==> src/rtl/wb_cache2.sv <==
module wb_cache2 #(
  parameter int ADDR_W = 8,
  parameter int OFF_W  = 3,
  parameter int IDX_W  = 2
) (
  input  logic                        clk,
  input  logic                        rst_n,
  input  logic                        core_valid,
  input  logic                        core_write,
  input  logic [ADDR_W-1:0]           core_addr,
  input  logic [7:0]                  core_wdata,
  output logic                        core_ready,
  output logic                        rsp_valid,
  output logic [7:0]                  rsp_rdata,
  output logic                        mem_req_valid,
  output logic                        mem_req_write,
  output logic [ADDR_W-OFF_W-1:0]     mem_req_addr,
  output logic [(8<<OFF_W)-1:0]       mem_req_wdata,
  input  logic                        mem_ready,
  input  logic [(8<<OFF_W)-1:0]       mem_rdata
);
  localparam int TAG_W    = ADDR_W - IDX_W - OFF_W;
  localparam int SETS     = 1 << IDX_W;
  localparam int BLK_BITS = 8 << OFF_W;

  typedef enum logic [1:0] {S_IDLE, S_WB, S_FILL, S_DONE} st_t;
  st_t st;

  logic [BLK_BITS-1:0] data_q [SETS][2];
  logic [TAG_W-1:0]    tag_q  [SETS][2];
  logic [1:0]          valid_q [SETS];
  logic [1:0]          dirty_q [SETS];
  logic [SETS-1:0]     lru_q;

  logic              sv_write, sv_way;
  logic [ADDR_W-1:0] sv_addr;
  logic [7:0]        sv_wdata;

  wire [ADDR_W-1:0] cur_addr = (st == S_IDLE) ? core_addr : sv_addr;
  wire [TAG_W-1:0]  cur_tag  = cur_addr[ADDR_W-1 -: TAG_W];
  wire [IDX_W-1:0]  cur_set  = cur_addr[OFF_W +: IDX_W];
  wire [OFF_W-1:0]  cur_off  = cur_addr[OFF_W-1:0];
  wire [IDX_W-1:0]  sv_set   = sv_addr[OFF_W +: IDX_W];

  wire hit0 = valid_q[cur_set][0] && (tag_q[cur_set][0] == cur_tag);
  wire hit1 = valid_q[cur_set][1] && (tag_q[cur_set][1] == cur_tag);
  wire hit  = hit0 | hit1;
  wire hway = hit1;

  wire victim = !valid_q[cur_set][0] ? 1'b0 :
                !valid_q[cur_set][1] ? 1'b1 : lru_q[cur_set];
  wire vic_dirty = valid_q[cur_set][victim] && dirty_q[cur_set][victim];

  assign core_ready = (st == S_IDLE);
  wire accept    = core_valid && core_ready;
  wire do_access = (accept && hit) || (st == S_DONE);
  wire acc_write = (st == S_DONE) ? sv_write : core_write;
  wire [7:0] acc_wdata = (st == S_DONE) ? sv_wdata : core_wdata;
  wire [7:0] rd_byte = data_q[cur_set][hway][{cur_off, 3'b000} +: 8];

  assign mem_req_valid = (st == S_WB) || (st == S_FILL);
  assign mem_req_write = (st == S_WB);
  assign mem_req_addr  = (st == S_WB) ? {tag_q[sv_set][sv_way], sv_set}
                                      : sv_addr[ADDR_W-1:OFF_W];
  assign mem_req_wdata = data_q[sv_set][sv_way];

  always_ff @(posedge clk) begin
    if (st == S_FILL && mem_ready) begin
      data_q[sv_set][sv_way] <= mem_rdata;
      tag_q[sv_set][sv_way]  <= sv_addr[ADDR_W-1 -: TAG_W];
    end else if (do_access && acc_write) begin
      data_q[cur_set][hway][{cur_off, 3'b000} +: 8] <= acc_wdata;
    end
  end

  always_ff @(posedge clk) begin
    if (!rst_n) begin
      st        <= S_IDLE;
      rsp_valid <= 1'b0;
      rsp_rdata <= '0;
      lru_q     <= '0;
      sv_write  <= 1'b0;
      sv_way    <= 1'b0;
      sv_addr   <= '0;
      sv_wdata  <= '0;
      for (int s = 0; s < SETS; s++) begin
        valid_q[s] <= '0;
        dirty_q[s] <= '0;
      end
    end else begin
      rsp_valid <= 1'b0;
      if (do_access) begin
        rsp_valid      <= 1'b1;
        rsp_rdata      <= acc_write ? acc_wdata : rd_byte;
        lru_q[cur_set] <= ~hway;
        if (acc_write) dirty_q[cur_set][hway] <= 1'b1;
      end
      case (st)
        S_IDLE: if (accept && !hit) begin
          sv_write <= core_write;
          sv_addr  <= core_addr;
          sv_wdata <= core_wdata;
          sv_way   <= victim;
          st       <= vic_dirty ? S_WB : S_FILL;
        end
        S_WB: if (mem_ready) st <= S_FILL;
        S_FILL: if (mem_ready) begin
          valid_q[sv_set][sv_way] <= 1'b1;
          dirty_q[sv_set][sv_way] <= 1'b0;
          st <= S_DONE;
        end
        default: st <= S_IDLE;
      endcase
    end
  end

  a_r9_req_stable: assert property (@(posedge clk) disable iff (!rst_n)
    (mem_req_valid && !mem_ready) |=>
      (mem_req_valid && $stable(mem_req_addr) && $stable(mem_req_write)));

  a_r4_miss_stalls: assert property (@(posedge clk) disable iff (!rst_n)
    (accept && !hit) |=> !core_ready);

  a_r3_hit_next_cycle: assert property (@(posedge clk) disable iff (!rst_n)
    (accept && hit) |=> rsp_valid);

  a_r5_wb_then_fill: assert property (@(posedge clk) disable iff (!rst_n)
    (mem_req_valid && mem_req_write && mem_ready) |=>
      (mem_req_valid && !mem_req_write));

  a_r4_fill_to_rsp: assert property (@(posedge clk) disable iff (!rst_n)
    (mem_req_valid && !mem_req_write && mem_ready) |-> ##2 rsp_valid);
endmodule

==> config.mk <==
export PLATFORM = sky130hd
export DESIGN_NAME = wb_cache2
export DESIGN_NICKNAME = d
export VERILOG_FILES = /design/src/rtl/wb_cache2.sv
export SDC_FILE = /design/constraint.sdc
export NUM_CORES = 1
export LEC_CHECK = 0
export BUFFER_PORTS_ARGS = -buffer_cell sky130_fd_sc_hd__clkbuf_2
export CAP_MARGIN = 20
export CORE_UTILIZATION = 60
export CTS_CLUSTER_DIAMETER = 150
export DETAILED_ROUTE_END_ITERATION = 10
export GPL_TIMING_DRIVEN = 1
export PLACE_DENSITY = 0.79
export SYNTH_ARGS = -nofsm -noshare
export SYNTH_HDL_FRONTEND = slang
export SYNTH_SLANG_ARGS = --single-unit
==> constraint.sdc <==
create_clock -name clk -period 13.4 [get_ports clk]
set_input_delay 2.68 -clock clk [delete_from_list [all_inputs] [get_ports clk]]
set_output_delay 2.68 -clock clk [all_outputs]
set_load 0.01 [all_outputs]
After elaboration in Yosys (flattened, before gate mapping)
Memory sizes are Yosys's and may differ from the RTL's. A register that Yosys moved wholly into a read port is not among the register bits.
Index checks and enable logic that the tools add are counted.
{"block": "totals", "romBits": 0, "inputBits": 85, "ramBits": 552, "latchBits": 0, "ff_bits": 33, "memories": 4, "wordCells": 134, "out_inout_bits": 81}
{"name": "data_q", "words": 4, "width": 128, "read_ports": 2, "rd_ports_with_merged_regs": 1, "wr": 1, "line": "29", "source": "logic [BLK_BITS-1:0] data_q [SETS][2];"}
{"name": "tag_q", "words": 4, "width": 6, "read_ports": 2, "rd_ports_with_merged_regs": 1, "wr": 1, "line": "30", "source": "logic [TAG_W-1:0] tag_q [SETS][2];"}
{"name": "dirty_q", "words": 4, "width": 2, "read_ports": 1, "rd_ports_with_merged_regs": 0, "wr": 4, "line": "32", "source": "logic [1:0] dirty_q [SETS];"}
{"name": "valid_q", "words": 4, "width": 2, "read_ports": 1, "rd_ports_with_merged_regs": 0, "wr": 4, "line": "31", "source": "logic [1:0] valid_q [SETS];"}
{"block": "op_classes", "n_mux": 72, "n_div": 0, "order_cmp": 11, "add_sub_neg": 1, "multipliers": 0, "n_reduce_logical": 23, "n_eq_ne": 8, "bitwise": 4, "n_shift": 3}
{"operator": "128-bit two-way mux", "n": 4}
{"operator": "64-bit two-way mux", "n": 8}
{"operator": "64-bit demux with 1-bit select", "n": 2}
{"operator": "128-bit OR reduction", "n": 1}
{"operator": "8-bit by 8-bit variable shift with 64-bit output (first input constant)", "n": 1}
{"operator": "64-bit by 7-bit indexed part select with 8-bit output", "n": 1}
{"operator": "8-bit by 8-bit indexed part select with 64-bit output", "n": 1}
{"operator": "2-bit two-way mux", "n": 20}
{"operator": "8-bit two-way mux", "n": 3}
{"operator": "1-bit two-way mux", "n": 22}
{"operator": "1-bit logical AND", "n": 13}
{"operator": "3-bit two-way mux", "n": 4}
{"operator": "6-bit negation with 8-bit output", "n": 1}
{"operator": "3-bit equality test", "n": 2}
{"operator": "1-bit by 2-bit < comparator with 1-bit output (second input constant)", "n": 3}
{"operator": "6-bit two-way mux", "n": 1}
{"operator": "2-bit case mux with 3 select lines", "n": 1}
{"operator": "2-bit OR reduction", "n": 3}
{"operator": "5-bit two-way mux", "n": 1}
{"operator": "4-bit bitwise mux", "n": 1}
{"operator": "2-bit equality test (second input constant)", "n": 2}
{"operator": "2-bit greater-or-equal comparator (second input constant)", "n": 2}
{"operator": "2-bit by 1-bit < comparator with 1-bit output (second input constant)", "n": 2}
{"operator": "2-bit by 1-bit != test with 1-bit output (second input constant)", "n": 2}
{"operator": "other kinds (17)", "n": 21}

Logic depth before layout (Yosys ltp)
An unclocked memory read counts as a cell.
{"block": "depth", "depth_word": 14, "ltp_mapped": 18}

Worst setup path after synthesis
Ideal clock, no wire load.
{"block": "synth_timing", "path_type": "input to register", "startpoint": "in core_addr[0]", "endpoint": "mem data_q[0][100] (netlist bit) (enable)", "t_arrival_ns": 5.490, "slack_ns": 7.540, "path_buffers": 3, "path_stages": 13, "setup_time_ns": 0.370, "required_time_ns": 13.030, "cell_sequence": "mux2_2 > inv_2 > buf_1 > ha_1 > ha_1 > buf_1 > nand2_1 > o22a_1 > o22ai_2 > o211ai_2 > mux2i_4 > buf_2 > nor2_1"}
{"block": "synth_via", "elab_chain_cells": 8, "elab_cells_between_ends": 9}
{"item": "start, declared", "line": "10", "source": "input logic [ADDR_W-1:0] core_addr,"}
{"item": "8-bit two-way mux *", "line": "39", "source": "wire [ADDR_W-1:0] cur_addr = (st == S_IDLE) ? core_addr : sv_addr;"}
{"item": "6-bit negation with 8-bit output *", "line": "72", "source": "data_q[cur_set][hway][{cur_off, 3'b000} +: 8] <= acc_wdata;"}
{"item": "8-bit by 8-bit variable shift with 64-bit output *", "line": "72"}
{"item": "64-bit two-way mux (implied by the code) *", "line": "72"}
{"item": "64-bit demux with 1-bit select *", "line": "72"}
{"item": "128-bit two-way mux (implied by the code) *", "line": "72"}
{"item": "128-bit OR reduction (no source line)"}
{"item": "2-bit two-way mux (no source line) / 128-bit two-way mux (equally long branches)"}
{"item": "end, declared", "line": "29"}
Every way passes the cells marked *; elsewhere a longest branch is shown, timed or not.

Worst setup path after layout
{"block": "layout_timing", "startpoint": "in core_addr[3]", "endpoint": "mem data_q[3][106] (netlist bit) (enable)"}
{"block": "layout_via", "elab_chain_cells": 13, "elab_cells_between_ends": 23}
{"item": "8-bit two-way mux *", "line": "39"}
{"item": "branches (longest 12 deep; another with memory 4 x 6 bit)"}
Every way passes the cells marked *.

==> impl_metrics.toml <==
[clock_tree]
clock_latency_ns = 0.63
clkTransAtPathRegs_ns = 0.06
cts_buffer_depth = 3
cts.sinks = 587
post_cts_buffers = 0
cts_tree = "yes"
cts_buffers = 59
h-tree-depth = 2
cts_hold_buf = 0
ctsResizeCount = 0
clockRootBuffer = "clkbuf_16"

[layout]
drive_above_1_share_pct = 35.22
nets = 1902
syn_to_final_growth_pct = 10.94
diodes = 0
utilization_pct = 67.97

[worst_setup_path]
critPathCapture = "data_q[3][106]$_DFFE_PP_"
r2r_start = "st[1]$_SDFFE_PN0P_"
slowest_stage = "mux2i_4"
critPathKind = "in -> reg"
ff2ff_path_depth = 13
rr_endpoint = "data_q[3][106]$_DFFE_PP_"
cp_max_fo = 54
setup.worst_path.start = "core_addr[3]"
critPathCaptureType = "flop"
cpPeakStageDelay_ns = 0.90
worstSetupStartpointType = "input port"
cp.arrival_ns = 7.33
path_cells = "clkbuf_2 > mux2i_4 > buf_4 > and3_1 > nor4_2 > xnor2_1 > nand3_4 > o211a_2 > o21ai_4 > buf_4 > mux2i_4 > nor2_1"
crit_required_ns = 13.65
rrSetupSlack_ns = 6.98

[route]
vias = 17590
postRouteAntennaNets = 0
first_pass_iters = 9
wl_per_cell_microns = 31.16
routed_wl_microns = 76780
viasPerCell = 7.137
drc = 14
drt-initial-drc-count = 2008

[global_route]
grt_pass1_wl_microns = 112500
grt_use_total_pct = 32.29
antenna_found_initial = 0
grt_pass1_vias = 17540
gr-total-overflow = 0
grt_max_degree = 150

[sta]
finalSetupViolCount = 0
drv_slew = 0
slew_headroom_pct = 26.23
skew_ns = 0.02413
rsz0062_at_grt = "no"
worstMarginPinSlew_ns = 1.105
hold_viol_final = 0
min_period_ns = 7.078
post-route-period-util_pct = 52.82
fin_setup_tns_ns = 0
max_freq_mhz = 141.3

[logic_synthesis]
seq_area_frac_synth_pct = 60.18
syn_avg_cell_area_sq_um = 16.99
synthesis.nets = 1782
ys.flop_type = "edfxtp_1"
synth-edff-count = 552
synthArstFlopShare_pct = 0
synthCells = 1690
synth-seq-cells = 587
ys_types = 62
yosys_warnings = 0
synth.cell_area_sq_um = 28710

[power]
power.leakage_nw = 10.80
ir_drop_mv = 0.1474
power_density_nw_per_um2 = 181.3

[die]
initial_core_util_pct = 61.27
io_pins = 166
die_h_microns = 220.7
dieWidth_microns = 220.7
core_sq_um = 46850
rows = 79
dieArea_sq_um = 48720

[placement]
gp_congestion = 0.9150
numPortBuffers = 165
dp_hpwl_microns = 48990

[hold_path]
holdCritPathClass = "reg -> reg"

[outcome]
outcome = "finished with violations"
violations = "DRC"

[run]
cap_viol_max_count = 0
worst max-delay path, delay by kind of cell:
family	cells	cell delay (ns)
XOR/XNOR	1	0.32
AND/OR/NAND/NOR	4	1.24
multiplexers	2	1.04
AO/OA/AOI/OAI	2	0.55
buffers and inverters	3	1.43
state kept, by name, indices dropped and copies added, names as in the netlist, named ones only:
| register | cells |
|---|---|
| lru_q | 4 |
| data_q | 512 |
| st | 2 |
| sv_write | 1 |
| tag_q | 24 |
| rsp_rdata | 8 |
| dirty_q | 8 |
| valid_q | 8 |
| sv_addr | 8 |
| sv_way | 1 |
| sv_wdata | 8 |
| rsp_valid | 1 |
synth_stat cells (3+ instances only):
master	n	share of area [%]
a21boi_0	4	0.10
a21oi_1	26	0.45
a22oi_1	16	0.42
a311oi_1	8	0.24
and2_1	6	0.13
and3_1	8	0.17
buf_1	20	0.26
buf_2	37	0.65
buf_4	9	0.24
buf_6	4	0.16
clkbuf_1	55	0.72
dfxtp_1	35	2.4
edfxtp_1	552	58
ha_1	7	0.31
inv_1	13	0.17
mux2_2	70	2.7
mux2i_1	108	3.8
mux2i_4	4	0.31
mux4_2	267	21
nand2_1	96	1.3
nand2b_1	10	0.22
nand3_1	21	0.37
nand3b_1	3	0.078
nand4_1	5	0.11
nor2_1	138	1.8
nor2_2	11	0.24
nor3_1	9	0.16
o21ai_0	30	0.52
o21ai_1	10	0.17
o22ai_1	4	0.087
o31ai_1	65	1.7
xnor2_1	4	0.12
layer usage:
metal	GRT usage, %	wire (microns)	vias to the layer above
met2	52.46	37740	1213
met3	8.014	8806	172
li1	-	-	7195
met5	0	0	-
met4	11.48	3008	0
met1	42.78	27230	9006
report_power, final:
part	total, W	switching, W	internal [W]
Clock	0.00160	0.000704	0.000894
Sequential	0.00221	0.0000801	0.00213
Combinational	0.00197	0.00113	0.000831
metrics by stage:
stage	power, W	cells	instance area, sq um	hold slack (ns)	setup slack (ns)
floorplan	0.003587	1690	28710	0.4576	7.540
global placement	0.004155	2356	29990	0.4590	5.850
detailed placement	0.004191	2356	29990	0.4763	5.757
CTS	0.005759	2464	31850	0.4850	6.376
global route	0.005953	2464	31850	0.5095	6.163
finish	0.005773	2464	31850	0.4833	6.322
cell type report:
cell class              instances  area, sq um
clock buffers                  66         1524
clock inverters                42        335.3
fillers                      3060        15010
inverters                      15        56.30
multi-input cells             963        10890
flip-flops and latches        587        17290
well taps                     607        759.5
repair buffers                184        993.5
placed cells by master, fill, tap and decap left out, drive strengths merged, types with 4 or more instances in the layout:
cell type and n:
a21boi 5, a21oi 26, a22oi 16, a311oi 9, and2 6, and3 8
buf 19, bufinv 4, clkbuf 231, clkinv 33, clkinvlp 4, dfxtp 35
edfxtp 552, ha 7, inv 16, mux2 71, mux2i 113, mux4 267
nand2 96, nand2b 10, nand3 21, nand4 5, nor2 149, nor3 9
nor4 4, o21ai 41, o22ai 5, o31ai 65, xnor2 4
kinds of logic (layout without fill, tap and decap cells):
kind of cell / after synthesis / count (layout) / share of synthesized area [%]
compound gates: 179 / 179 / 4.324
xor+xnor: 5 / 5 / 0.1525
fa+ha+maj: 7 / 7 / 0.3051
buf+inv: 140 / 307 / 2.214
flops: 587 / 587 / 60.18
mux: 451 / 451 / 27.87
simple gates: 321 / 321 / 4.947
worst min-delay path by stage:
stage / from / end / depth (start not counted)
2_1_floorplan: sv_write$_SDFFE_PN0P_ / sv_write$_SDFFE_PN0P_ / 2
3_3_place_gp: rsp_rdata[4]$_SDFFE_PN0P_ / rsp_rdata[4]$_SDFFE_PN0P_ / 2
3_5_place_dp: rsp_rdata[4]$_SDFFE_PN0P_ / rsp_rdata[4]$_SDFFE_PN0P_ / 2
4_1_cts: rsp_rdata[4]$_SDFFE_PN0P_ / rsp_rdata[4]$_SDFFE_PN0P_ / 2
5_1_grt: rsp_rdata[4]$_SDFFE_PN0P_ / rsp_rdata[4]$_SDFFE_PN0P_ / 2
6_report: rsp_rdata[4]$_SDFFE_PN0P_ / rsp_rdata[4]$_SDFFE_PN0P_ / 2
(Power assumes the default switching activity.)
